<file path="src/rtl/fma_special_pkg.sv">
// Shared types and constants for the FMA special-operand selector.
// Assumes IEEE single-precision layout (1 sign, 8 exponent, 23 fraction bits).
package fma_special_pkg;
    localparam int FP_W      = 32;
    localparam int EXP_W     = 8;
    localparam int FRAC_W    = FP_W - EXP_W - 1;
    localparam int QUIET_BIT = FRAC_W - 1;
    localparam int CLS_W     = 3;

    typedef enum logic [CLS_W-1:0] {
        CL_SNAN  = 3'd0,
        CL_QNAN  = 3'd1,
        CL_INF   = 3'd2,
        CL_ZERO  = 3'd3,
        CL_NORM  = 3'd4,
        CL_DNORM = 3'd5
    } opclass_e;

    localparam logic [FP_W-1:0] INF_MAG     = {1'b0, {EXP_W{1'b1}}, {FRAC_W{1'b0}}};
    localparam logic [FP_W-1:0] DEFAULT_NAN = INF_MAG | (FP_W'(1) << QUIET_BIT);

    function automatic logic [FP_W-1:0] quieten(input logic [FP_W-1:0] v);
        return v | (FP_W'(1) << QUIET_BIT);
    endfunction

    function automatic logic [FP_W-1:0] signed_inf(input logic s);
        return INF_MAG | ({s, {(FP_W-1){1'b0}}});
    endfunction

    function automatic logic is_finite_nz(input opclass_e c);
        return (c == CL_NORM) || (c == CL_DNORM);
    endfunction
endpackage

</file>
<file path="src/rtl/fma_nan_pick.sv">
// NaN propagation across the three operands.
// Priority: accumulator sNaN, mult-b sNaN, mult-a sNaN, mult-b qNaN, mult-a qNaN.
// Assumes class codes are already valid; does not look at quiet NaN accumulator.
module fma_nan_pick
    import fma_special_pkg::*;
(
    input  opclass_e          a_cls,
    input  logic [FP_W-1:0]   a_raw,
    input  opclass_e          b_cls,
    input  logic [FP_W-1:0]   b_raw,
    input  opclass_e          c_cls,
    input  logic [FP_W-1:0]   c_raw,
    output logic              hit,
    output logic              inv,
    output logic [FP_W-1:0]   res
);
    // Fixed-priority selection of the propagated NaN.
    always_comb begin
        hit = 1'b1;
        inv = 1'b1;
        res = '0;
        if (c_cls == CL_SNAN) begin
            res = quieten(c_raw);
        end else if (b_cls == CL_SNAN) begin
            res = quieten(b_raw);
        end else if (a_cls == CL_SNAN) begin
            res = quieten(a_raw);
        end else if (b_cls == CL_QNAN) begin
            inv = 1'b0;
            res = b_raw;
        end else if (a_cls == CL_QNAN) begin
            inv = 1'b0;
            res = a_raw;
        end else begin
            hit = 1'b0;
            inv = 1'b0;
        end
    end
endmodule

</file>
<file path="src/rtl/fma_prod_case.sv">
// Product-class case analysis once no multiplicand or sNaN accumulator NaN applies.
// Assumes multiplicands are INF/ZERO/NORM/DNORM and accumulator is not sNaN;
// outputs for other inputs are don't-care and gated by the top.
module fma_prod_case
    import fma_special_pkg::*;
(
    input  opclass_e          a_cls,
    input  logic              a_sgn,
    input  opclass_e          b_cls,
    input  logic              b_sgn,
    input  opclass_e          c_cls,
    input  logic              c_sgn,
    input  logic [FP_W-1:0]   c_raw,
    output logic              hit,
    output logic              inv,
    output logic [FP_W-1:0]   res,
    output logic              proceed
);
    logic a_inf, b_inf, a_zero, b_zero, c_qnan, c_inf;

    // Decode the class pairs used below.
    always_comb begin
        a_inf  = (a_cls == CL_INF);
        b_inf  = (b_cls == CL_INF);
        a_zero = (a_cls == CL_ZERO);
        b_zero = (b_cls == CL_ZERO);
        c_qnan = (c_cls == CL_QNAN);
        c_inf  = (c_cls == CL_INF);
    end

    // Select the fixed result for each product class.
    always_comb begin
        hit     = 1'b1;
        inv     = 1'b0;
        res     = '0;
        proceed = 1'b0;
        if ((a_inf && b_zero) || (a_zero && b_inf)) begin
            if (c_qnan) res = c_raw;
            else begin
                inv = 1'b1;
                res = DEFAULT_NAN;
            end
        end else if (a_inf || b_inf) begin
            res = c_qnan ? c_raw : signed_inf(a_sgn ^ b_sgn);
        end else if (a_zero || b_zero) begin
            res = c_inf ? signed_inf(c_sgn) : c_raw;
        end else if (c_qnan) begin
            res = c_raw;
        end else if (c_inf) begin
            res = signed_inf(c_sgn);
        end else begin
            hit     = 1'b0;
            proceed = 1'b1;
        end
    end
endmodule

</file>
<file path="src/rtl/fma_special_sel.sv">
// Top of the FMA special-operand selector: merges NaN propagation with the
// product case analysis and drives bypass, invalid and proceed.
// Purely combinational; the caller registers the outputs.
module fma_special_sel
    import fma_special_pkg::*;
(
    input  logic [2:0]  mul_a_cls,
    input  logic        mul_a_sgn,
    input  logic [31:0] mul_a_raw,
    input  logic [2:0]  mul_b_cls,
    input  logic        mul_b_sgn,
    input  logic [31:0] mul_b_raw,
    input  logic [2:0]  acc_cls,
    input  logic        acc_sgn,
    input  logic [31:0] acc_raw,
    output logic        byp_valid,
    output logic [31:0] byp_result,
    output logic        invalid_op,
    output logic        run_datapath
);
    opclass_e a_c, b_c, c_c;
    logic            n_hit, n_inv, p_hit, p_inv, p_go;
    logic [FP_W-1:0] n_res, p_res;

    // Type the raw class inputs.
    always_comb begin
        a_c = opclass_e'(mul_a_cls);
        b_c = opclass_e'(mul_b_cls);
        c_c = opclass_e'(acc_cls);
    end

    fma_nan_pick u_nan (
        .a_cls(a_c), .a_raw(mul_a_raw),
        .b_cls(b_c), .b_raw(mul_b_raw),
        .c_cls(c_c), .c_raw(acc_raw),
        .hit(n_hit), .inv(n_inv), .res(n_res)
    );

    fma_prod_case u_prod (
        .a_cls(a_c), .a_sgn(mul_a_sgn),
        .b_cls(b_c), .b_sgn(mul_b_sgn),
        .c_cls(c_c), .c_sgn(acc_sgn), .c_raw(acc_raw),
        .hit(p_hit), .inv(p_inv), .res(p_res), .proceed(p_go)
    );

    // NaN propagation outranks every product case.
    always_comb begin
        byp_valid    = n_hit | p_hit;
        byp_result   = n_hit ? n_res : p_res;
        invalid_op   = n_hit ? n_inv : p_inv;
        run_datapath = ~n_hit & p_go;
    end
endmodule

</file>
<file path="config.mk">
export PLATFORM = sky130hd
export DESIGN_NAME = fma_special_sel
export DESIGN_NICKNAME = d
export VERILOG_FILES = /design/src/rtl/fma_special_pkg.sv /design/src/rtl/fma_nan_pick.sv /design/src/rtl/fma_prod_case.sv /design/src/rtl/fma_special_sel.sv
export SDC_FILE = /design/constraint.sdc
export NUM_CORES = 1
export LEC_CHECK = 0
export ABC_CLOCK_PERIOD_IN_PS = 3230
export BUFFER_PORTS_ARGS = -buffer_cell sky130_fd_sc_hd__buf_2
export CAP_MARGIN = 40
export CORE_ASPECT_RATIO = 1.75
export CORE_MARGIN = 2
export CORE_UTILIZATION = 30
export DETAILED_ROUTE_END_ITERATION = 10
export PLACE_DENSITY = 0.79
export RECOVER_POWER = 50
export SLEW_MARGIN = 40
export SYNTH_ARGS = -nofsm -noshare
export SYNTH_HDL_FRONTEND = slang
export SYNTH_SLANG_ARGS = --single-unit
</file>
<file path="constraint.sdc">
create_clock -name vclk -period 3.23
set_input_delay 0.1615 -clock vclk [all_inputs]
set_output_delay 0.1615 -clock vclk [all_outputs]
set_load 0.005 [all_outputs]
</file>
==> out/qor.tcl, run 1 <==
set qor(power.combinational.fraction_pct) 100.0
set qor(worst_setup_path_end_kind) {output pin}
set qor(routedWlPerCell_um) 15.36
set qor(placeableCoreArea_um2) 4073
set qor(final.setup.tns_ps) 0
set qor(ir_drop_mv) 0.1054
set qor(port_buffers) 143
set qor(wirelength_um) 5882
set qor(routed-via-count) 2157
set qor(postSynthNetCount) 314
set qor(area.growth.synth_to_final_pct) 52.83
set qor(yosysMostFrequentCell) {nand2_1}
set qor(sequential_cell_total) 0
set qor(cellLeakagePower_nw) 0.9376
set qor(p_switching_mw) 0.1637
set qor(synth.top_cells.by_count) {28 x nand2_1, 20 x a21oi_1, 18 x o221ai_1}
set qor(synth_area_leader_cell) {o221ai_1}
set qor(grt_setup_unrepaired) {no}
set qor(final_std_cell_area_no_fill_um2) 1926
set qor(period_needed_ps) 2399
set qor(ys_seq_area_share_pct) 0
set qor(dp_hpwl_um) 4761
set qor(grt_antenna_before_repair) 0
set qor(slew-limit-headroom_pct) 21.22
set qor(placementRows) 31
set qor(initial_utilization_pct) 30.94
set qor(floorplan.io_pins) 143
set qor(top_fanout_value_on_the_critical_path) 22
set qor(drtPass1Iterations) 4
set qor(placedInstanceArea_um2) 1948
set qor(multi_input_comb_area_um2) 1132
set qor(swShare_pct) 52.37
set qor(share_clk_of_total_power_pct) 0
set qor(holdPathEnd) {byp_result[18]}
set qor(netlist_area_um2) 1260
set qor(yosys.cell_types.count) 43
set qor(grt_remaining_overflow) 0
set qor(yosys.area.top_type_share_pct) 12.51
set qor(min_from) {acc_raw[18]}
set qor(grt_pass1_vias) 1967
set qor(p_int_mw) 0.1489
set qor(timing.final.max_slew_violations) 0
set qor(worst_hold_path.num_cells) 4
set qor(max_freq_mhz) 416.9
set qor(sequential_cell_area_um2) 0
set qor(total_power_mw) 0.3125
set qor(grt_pass1_wl_um) 8804
set qor(cts.repair_timing.setup_buffer_count) 0
set qor(drt-vias-per-instance) 5.632
set qor(yosysWarnings) 0
set qor(pwr_density_cell_nw_per_um2) 162.3
set qor(worst-endpoint-required_ps) 3070
set qor(nets) 444
set qor(crit_arrival_ps) 2240
set qor(antennaDiodeCount) 0
set qor(avgSynthCellArea_um2) 6.116
set qor(hold_path.class) {in2out}
set qor(status) {completed}
set qor(grt_max_degree) 28
set qor(finalWeightedCongestion) 0.8988
set qor(fillers) 447
set qor(final.period_utilization_pct) 74.26
set qor(finalHoldViolCount) 0
set qor(worstSetupPathType) {in2out}
set qor(die_extent_in_y_um) 89.73
set qor(die_area_um2) 4755
set qor(report.final.setup_viol) 0
set qor(cts_resized) 0
set qor(finalHoldWorstSlack_ps) 591.1
set qor(chipWidth_um) 52.99
set qor(ant_nets) 0
set qor(netlist_instances) 206
set qor(aggregate_global_route_resource_usage_pct) 22.87
set qor(post_route_cells_drive_above_1_share_pct) 46.11
set qor(max_slew.worst_pin.slew_ps) 1182
set qor(drc_errors) 0
set qor(cts-hold-fix-buffers) 0
set qor(sequentialPowerShare_pct) 0
set qor(maxCapViolations) 0
set qor(post_synth_main_area_contributors) {o221ai_1 13%, nand2_1 8.3%, a21oi_1 7.9%, a21oi_2 7.6%, o21ai_0 6.8%}
set qor(startpoint_type) {primary input}
set qor(drt_iter0_drc) 83
set qor(layout.clock_buffers) 0
==> power groups by stage <==
stage	Combinational [mW]	Clock, mW	Sequential, mW
after floorplan	0.172	0	0
after global routing	0.346	0	0
after detailed placement	0.315	0	0
final	0.313	0	0
after global placement	0.310	0	0
after CTS	0.317	0	0
==> placed cells by master, fill, tap and decap left out, types with 3 or more instances in the layout <==
cell type  netlist  layout
nor2b_1          4       4
a21oi_1         20      20
a21o_1           3       3
nand2_1         28      28
o31ai_1          4       4
o21ai_1         16      12
or3_1            6       5
a21oi_2         11      12
nor2_1          13      13
o22a_1           4       4
o21ai_0         17      21
buf_2            5     134
a31oi_1          3       3
a221o_1          3       3
nand3_1          6       6
nor3b_1          3       3
clkbuf_1         6       8
inv_1            3       3
o221ai_1        18      18
==> cell families after synthesis <==
logic type      synth area share, %
compound gates                59.98
buf+inv                       9.135
xor+xnor                      1.391
mux                          0.7945
simple gates                  28.70
==> critical path, cell delays in order <==
cell,delay [ps]
clkbuf_1,300
o22ai_1,290
a211oi_1,450
a21o_1,600
a221o_1,190
and2_1,120
buf_2,110
==> per-layer routing <==
layer	GRT usage (%)	wire [µm]	share of wire, %	up-vias
met4	5.128	168	2.9	0
met1	24.80	2209	38	981
met2	44.90	3099	53	105
li1	-	-	-	1055
met3	1.329	405	6.9	16
met5	0	0	0	-
==> layout make-up <==
type | count | area share (%)
inverters | 3 | 0.5848
repair buffers | 145 | 37.43
multi-input cells | 186 | 58.80
well taps | 49 | 3.184
==> per-stage QoR <==
step,setup slack [ps],util [%],instances
after CTS,1014,47.83,383
after floorplan,1637,-,206
after detailed placement,1025,47.83,383
after global placement,1061,47.83,383
after global routing,620.3,47.28,383
final,831.3,47.28,383
==> how the worst max path moves through the flow <==
stage / depth (start not counted) / start / to
4_1_cts: 7 / mul_a_cls[2] / byp_result[20]
6_report: 7 / mul_b_cls[2] / byp_result[20]
5_1_grt: 7 / mul_b_cls[2] / byp_result[20]
3_5_place_dp: 7 / mul_a_cls[2] / byp_result[20]
3_3_place_gp: 7 / mul_a_cls[2] / byp_result[20]
2_1_floorplan: 6 / mul_a_cls[0] / byp_result[22]
(Power assumes the default switching activity.)
==> inputs of run 2 (changes only) <==
--- a/config.mk
+++ b/config.mk
@@ -5,14 +5,14 @@
 export SDC_FILE = /design/constraint.sdc
 export NUM_CORES = 1
 export LEC_CHECK = 0
-export ABC_CLOCK_PERIOD_IN_PS = 3230
+export ABC_CLOCK_PERIOD_IN_PS = 2200
 export BUFFER_PORTS_ARGS = -buffer_cell sky130_fd_sc_hd__buf_2
 export CAP_MARGIN = 40
 export CORE_ASPECT_RATIO = 1.75
 export CORE_MARGIN = 2
 export CORE_UTILIZATION = 30
 export DETAILED_ROUTE_END_ITERATION = 10
-export PLACE_DENSITY = 0.79
+export PLACE_DENSITY = 0.82
 export RECOVER_POWER = 50
 export SLEW_MARGIN = 40
 export SYNTH_ARGS = -nofsm -noshare
==> constraint.sdc (replaced) <==
create_clock -name vclk -period 2.2
set_input_delay 0.11 -clock vclk [all_inputs]
set_output_delay 0.11 -clock vclk [all_outputs]
set_load 0.005 [all_outputs]
==> run 2 against run 1 <==
  * Global-route usage shrank 0.39 points
  * Die area stayed put
  * Wire length shrank 1.5%
  * Worst hold slack lost 110 ps
  * Critical path type unchanged
  * Critical endpoint is now byp_result[21]
  * Largest power group unchanged
==> out/qor.tcl, run 2 (synthesis results as in run 1) <==
set qor(worstSetupPathType) {in2out}
set qor(aggregate_global_route_resource_usage_pct) 22.48
set qor(area.growth.synth_to_final_pct) 56.60
set qor(share_clk_of_total_power_pct) 0
set qor(die_extent_in_y_um) 89.73
set qor(post-place-ws_ps) 296.4
set qor(grt_max_degree) 28
set qor(finalHoldViolCount) 0
set qor(cellLeakagePower_nw) 0.9738
set qor(sequential_cell_total) 0
set qor(sequentialPowerShare_pct) 0
set qor(port_buffers) 143
set qor(grt_pass1_wl_um) 8611
set qor(ir_drop_mv) 0.1725
set qor(grt_setup_unrepaired) {no}
set qor(dp_hpwl_um) 4723
set qor(initial_utilization_pct) 30.94
set qor(crit_arrival_ps) 1840
set qor(max_slew.worst_pin.slew_ps) 753.0
set qor(top_fanout_value_on_the_critical_path) 22
set qor(layout.clock_buffers) 0
set qor(die_area_um2) 4755
set qor(timing.final.max_slew_violations) 0
set qor(critical_path.slowest_cell) {a221oi_1}
set qor(antennaDiodeCount) 0
set qor(layout_common_cells) {136 x buf_2, 28 x nand2_1, 21 x a21oi_1}
set qor(period_needed_ps) 1947
set qor(crit_chain) {buf_2 -> or2b_1 -> a221oi_1 -> a21o_1 -> buf_4 -> a221o_1 -> and2_1 -> buf_2}
set qor(swShare_pct) 51.24
set qor(setup_slack_ps) 253.2
set qor(pwr_density_cell_nw_per_um2) 237.0
set qor(sequential_cell_area_um2) 0
set qor(drt_iter0_drc) 72
set qor(hold_path.class) {in2out}
set qor(p_switching_mw) 0.2397
set qor(drt-vias-per-instance) 5.494
set qor(cts-hold-fix-buffers) 0
set qor(drtPass1Iterations) 4
set qor(ant_nets) 0
set qor(post_route_cells_drive_above_1_share_pct) 47.06
set qor(grt_pass1_vias) 2001
set qor(final.period_utilization_pct) 88.49
set qor(mostFrequentLayoutCell) {buf_2}
set qor(finalWeightedCongestion) 0.9045
set qor(final_util_pct) 48.45
set qor(drc_errors) 0
set qor(p_int_mw) 0.2281
set qor(slew-limit-headroom_pct) 49.80
set qor(crit_path_max_incr_delay_ps) 500
set qor(routed-via-count) 2137
set qor(nets) 450
set qor(report.final.setup_viol) 0
set qor(worst-endpoint-required_ps) 2090
set qor(chipWidth_um) 52.99
set qor(status) {completed}
set qor(grt_remaining_overflow) 0
set qor(maxCapViolations) 0
set qor(critical-path-top-cell-by-count) {buf_2}
set qor(fillers) 475
set qor(cts.repair_timing.setup_buffer_count) 0
set qor(placementRows) 31
set qor(placeableCoreArea_um2) 4073
set qor(final.setup.tns_ps) 0
set qor(power.combinational.fraction_pct) 100.0
set qor(wirelength_um) 5795
set qor(cts_resized) 0
set qor(worst_setup_path_end_kind) {output pin}
set qor(routedWlPerCell_um) 14.90
set qor(startpoint_type) {primary input}
set qor(grt_antenna_before_repair) 0
set qor(max_freq_mhz) 513.7
set qor(floorplan.io_pins) 143
## run 2: cell types whose count changed in the layout (fill, tap and decap cells not counted), moves of 2 or more
cell | previous run | this run
a21oi_2 | 12 | 10
buf_2 | 134 | 136
buf_4 | 2 | 7
clkbuf_1 | 8 | 6
o21ai_0 | 21 | 17
o21ai_1 | 12 | 16
## run 2: final timing paths
| kind | endpoint | cells after the start | from | slack (ps) |
|---|---|---|---|---|
| worst max-delay path | byp_result[21] | 8 | mul_b_cls[1] | 250 |
| worst min-delay path | byp_result[16] | 4 | acc_raw[16] | 490 |
## run 2: per-stage QoR
step	hold WS, ps	total power, mW	cells	cell area (µm²)
6_report	485.7	0.4677	389	1973
5_1_grt	519.1	0.5174	389	1973
4_1_cts	490.4	0.4734	389	1993
3_5_place_dp	489.9	0.4716	389	1993
3_3_place_gp	490.5	0.4632	389	1993
2_1_floorplan	314.1	0.2522	206	1260
## run 2: worst max-delay path: cells and delay by family
family          cells  cell delay, ps
simple gates        2             370
compound gates      3             840
buf+inv             3             520
## run 2: final cells by class
cell class | count | area (µm²) | area share [%]
timing repair buffer | 151 | 765.7 | 38.81
tap | 49 | 61.31 | 3.107
inverter | 3 | 11.26 | 0.5707
multi-input combinational | 186 | 1135 | 57.51
## run 2: layer usage
layer  up-vias  part of all wire (%)  wire length, µm  GRT usage (%)
met1       960                    36             2105          23.37
met5         -                     0                0              0
met2       100                    54             3123          45.00
met4         0                   1.6               95          4.274
met3        10                   8.1              470          2.159
li1       1067                     -                -              -
## run 2: power by group through the flow
| stage | Clock (mW) | Sequential (mW) | Combinational (mW) |
|---|---|---|---|
| floorplan | 0 | 0 | 0.252 |
| global placement | 0 | 0 | 0.463 |
| detailed placement | 0 | 0 | 0.472 |
| CTS | 0 | 0 | 0.473 |
| global route | 0 | 0 | 0.517 |
| finish | 0 | 0 | 0.468 |
==> inputs of run 3 (changes only) <==
--- a/config.mk
+++ b/config.mk
@@ -10,9 +10,9 @@
 export CAP_MARGIN = 40
 export CORE_ASPECT_RATIO = 1.75
 export CORE_MARGIN = 2
-export CORE_UTILIZATION = 30
+export CORE_UTILIZATION = 32
 export DETAILED_ROUTE_END_ITERATION = 10
-export PLACE_DENSITY = 0.82
+export PLACE_DENSITY = 0.86
 export RECOVER_POWER = 50
 export SLEW_MARGIN = 40
 export SYNTH_ARGS = -nofsm -noshare
==> run 3 against run 2 <==
  * Via count increased by 2.2%
  * Count of clock-buffer cells in the layout unchanged
  * Worst hold slack got worse by 2.9 ps
  * Critical path type unchanged
  * Largest power group unchanged
==> out/qor.tcl, run 3 (synthesis results as in run 1) <==
set qor(routed-via-count) 2184
set qor(finalHoldViolCount) 0
set qor(worstSetupPathType) {in2out}
set qor(max_freq_mhz) 498.4
set qor(slew-limit-headroom_pct) 49.95
set qor(mostFrequentLayoutCell) {buf_2}
set qor(drt_iter0_drc) 59
set qor(final.period_utilization_pct) 91.20
set qor(critical-path-top-cell-by-count) {buf_2}
set qor(sequential_cell_total) 0
set qor(cp_top_family) {simple AND/OR/NAND/NOR gates}
set qor(wirelength_um) 5989
set qor(max_slew.worst_pin.slew_ps) 750.7
set qor(chipWidth_um) 51.44
set qor(placeableCoreArea_um2) 3829
set qor(final_std_cell_area_no_fill_um2) 1962
set qor(maxCapViolations) 0
set qor(holdPathEnd) {byp_result[17]}
set qor(finalHoldWorstSlack_ps) 482.8
set qor(crit_path_max_incr_delay_ps) 680
set qor(crit_chain) {buf_2 -> or2_0 -> nor2_2 -> or3_1 -> a21oi_1 -> o21ai_1 -> buf_2}
set qor(timing.critical_path.buf_inv) 2
set qor(initial_utilization_pct) 32.91
set qor(worst_setup_path_end_kind) {output pin}
set qor(drtPass1Iterations) 5
set qor(cellLeakagePower_nw) 0.9594
set qor(layout_common_cells) {134 x buf_2, 28 x nand2_1, 20 x a21oi_1}
set qor(grt_remaining_overflow) 0
set qor(area.growth.synth_to_final_pct) 55.71
set qor(worst_hold_path.num_cells) 4
set qor(top_fanout_value_on_the_critical_path) 16
set qor(grt_max_degree) 24
set qor(drc_errors) 0
set qor(placedInstanceArea_um2) 1977
set qor(hold_path.class) {in2out}
set qor(final_cells) 386
set qor(placementRows) 30
set qor(pwr_density_cell_nw_per_um2) 239.9
set qor(placed_cells) 386
set qor(finalWeightedCongestion) 0.9221
set qor(fillers) 430
set qor(status) {completed}
set qor(aggregate_global_route_resource_usage_pct) 23.78
set qor(port_buffers) 143
set qor(layout.clock_buffers) 0
set qor(antennaDiodeCount) 0
set qor(final_util_pct) 51.24
set qor(grt_antenna_before_repair) 0
set qor(critical_path.slowest_cell) {or3_1}
set qor(report.final.setup_viol) 0
set qor(post_route_cells_drive_above_1_share_pct) 46.75
set qor(floorplan.io_pins) 143
set qor(drt-vias-per-instance) 5.658
set qor(grt_setup_unrepaired) {no}
set qor(routedWlPerCell_um) 15.52
set qor(die_extent_in_y_um) 87.01
set qor(total_power_mw) 0.4707
set qor(final.setup.tns_ps) 0
set qor(nets) 448
set qor(ant_nets) 0
set qor(startpoint_type) {primary input}
set qor(grt_pass1_wl_um) 8652
set qor(worst-endpoint-required_ps) 2090
set qor(cts.repair_timing.setup_buffer_count) 0
set qor(die_area_um2) 4475
set qor(min_from) {acc_raw[17]}
set qor(post-place-ws_ps) 272.4
set qor(sequential_cell_area_um2) 0
set qor(dp_hpwl_um) 4910
set qor(grt_pass1_vias) 1927
set qor(multi_input_comb_area_um2) 1139
set qor(crit_arrival_ps) 1900
set qor(ir_drop_mv) 0.1080
set qor(timing.final.max_slew_violations) 0
set qor(cts-hold-fix-buffers) 0
set qor(period_needed_ps) 2006
set qor(cts_resized) 0
set qor(setup_slack_ps) 193.7
==> run 3: worst max path at each step <==
stage | start | to | slack (ps) | cells past startpoint
floorplan | mul_a_cls[0] | byp_result[22] | 710 | 6
global placement | mul_a_cls[2] | byp_result[3] | 340 | 7
detailed placement | mul_a_cls[2] | byp_result[13] | 270 | 7
CTS | mul_a_cls[2] | byp_result[13] | 270 | 7
global route | mul_b_cls[2] | byp_result[1] | 60 | 7
finish | mul_b_cls[2] | byp_result[5] | 190 | 7
==> run 3: where the power goes <==
group	total [mW]	switching [mW]	internal [mW]
sequential	0	0	0
clock	0	0	0
combinational	0.471	0.245	0.226
==> run 3: metal layers <==
metal  global-route usage [%]  up-vias  wire [µm]
met5                        0        -          0
met3                    4.639       16        526
li1                         -     1060          -
met2                    47.79      116       3231
met4                    6.220        0        113
met1                    23.50      992       2117
==> run 3: cell type report <==
type | instances | share of cell area, %
inverter | 3 | 0.5740
multi-input combinational | 186 | 58.04
tap | 48 | 3.061
timing repair buffer | 149 | 38.33
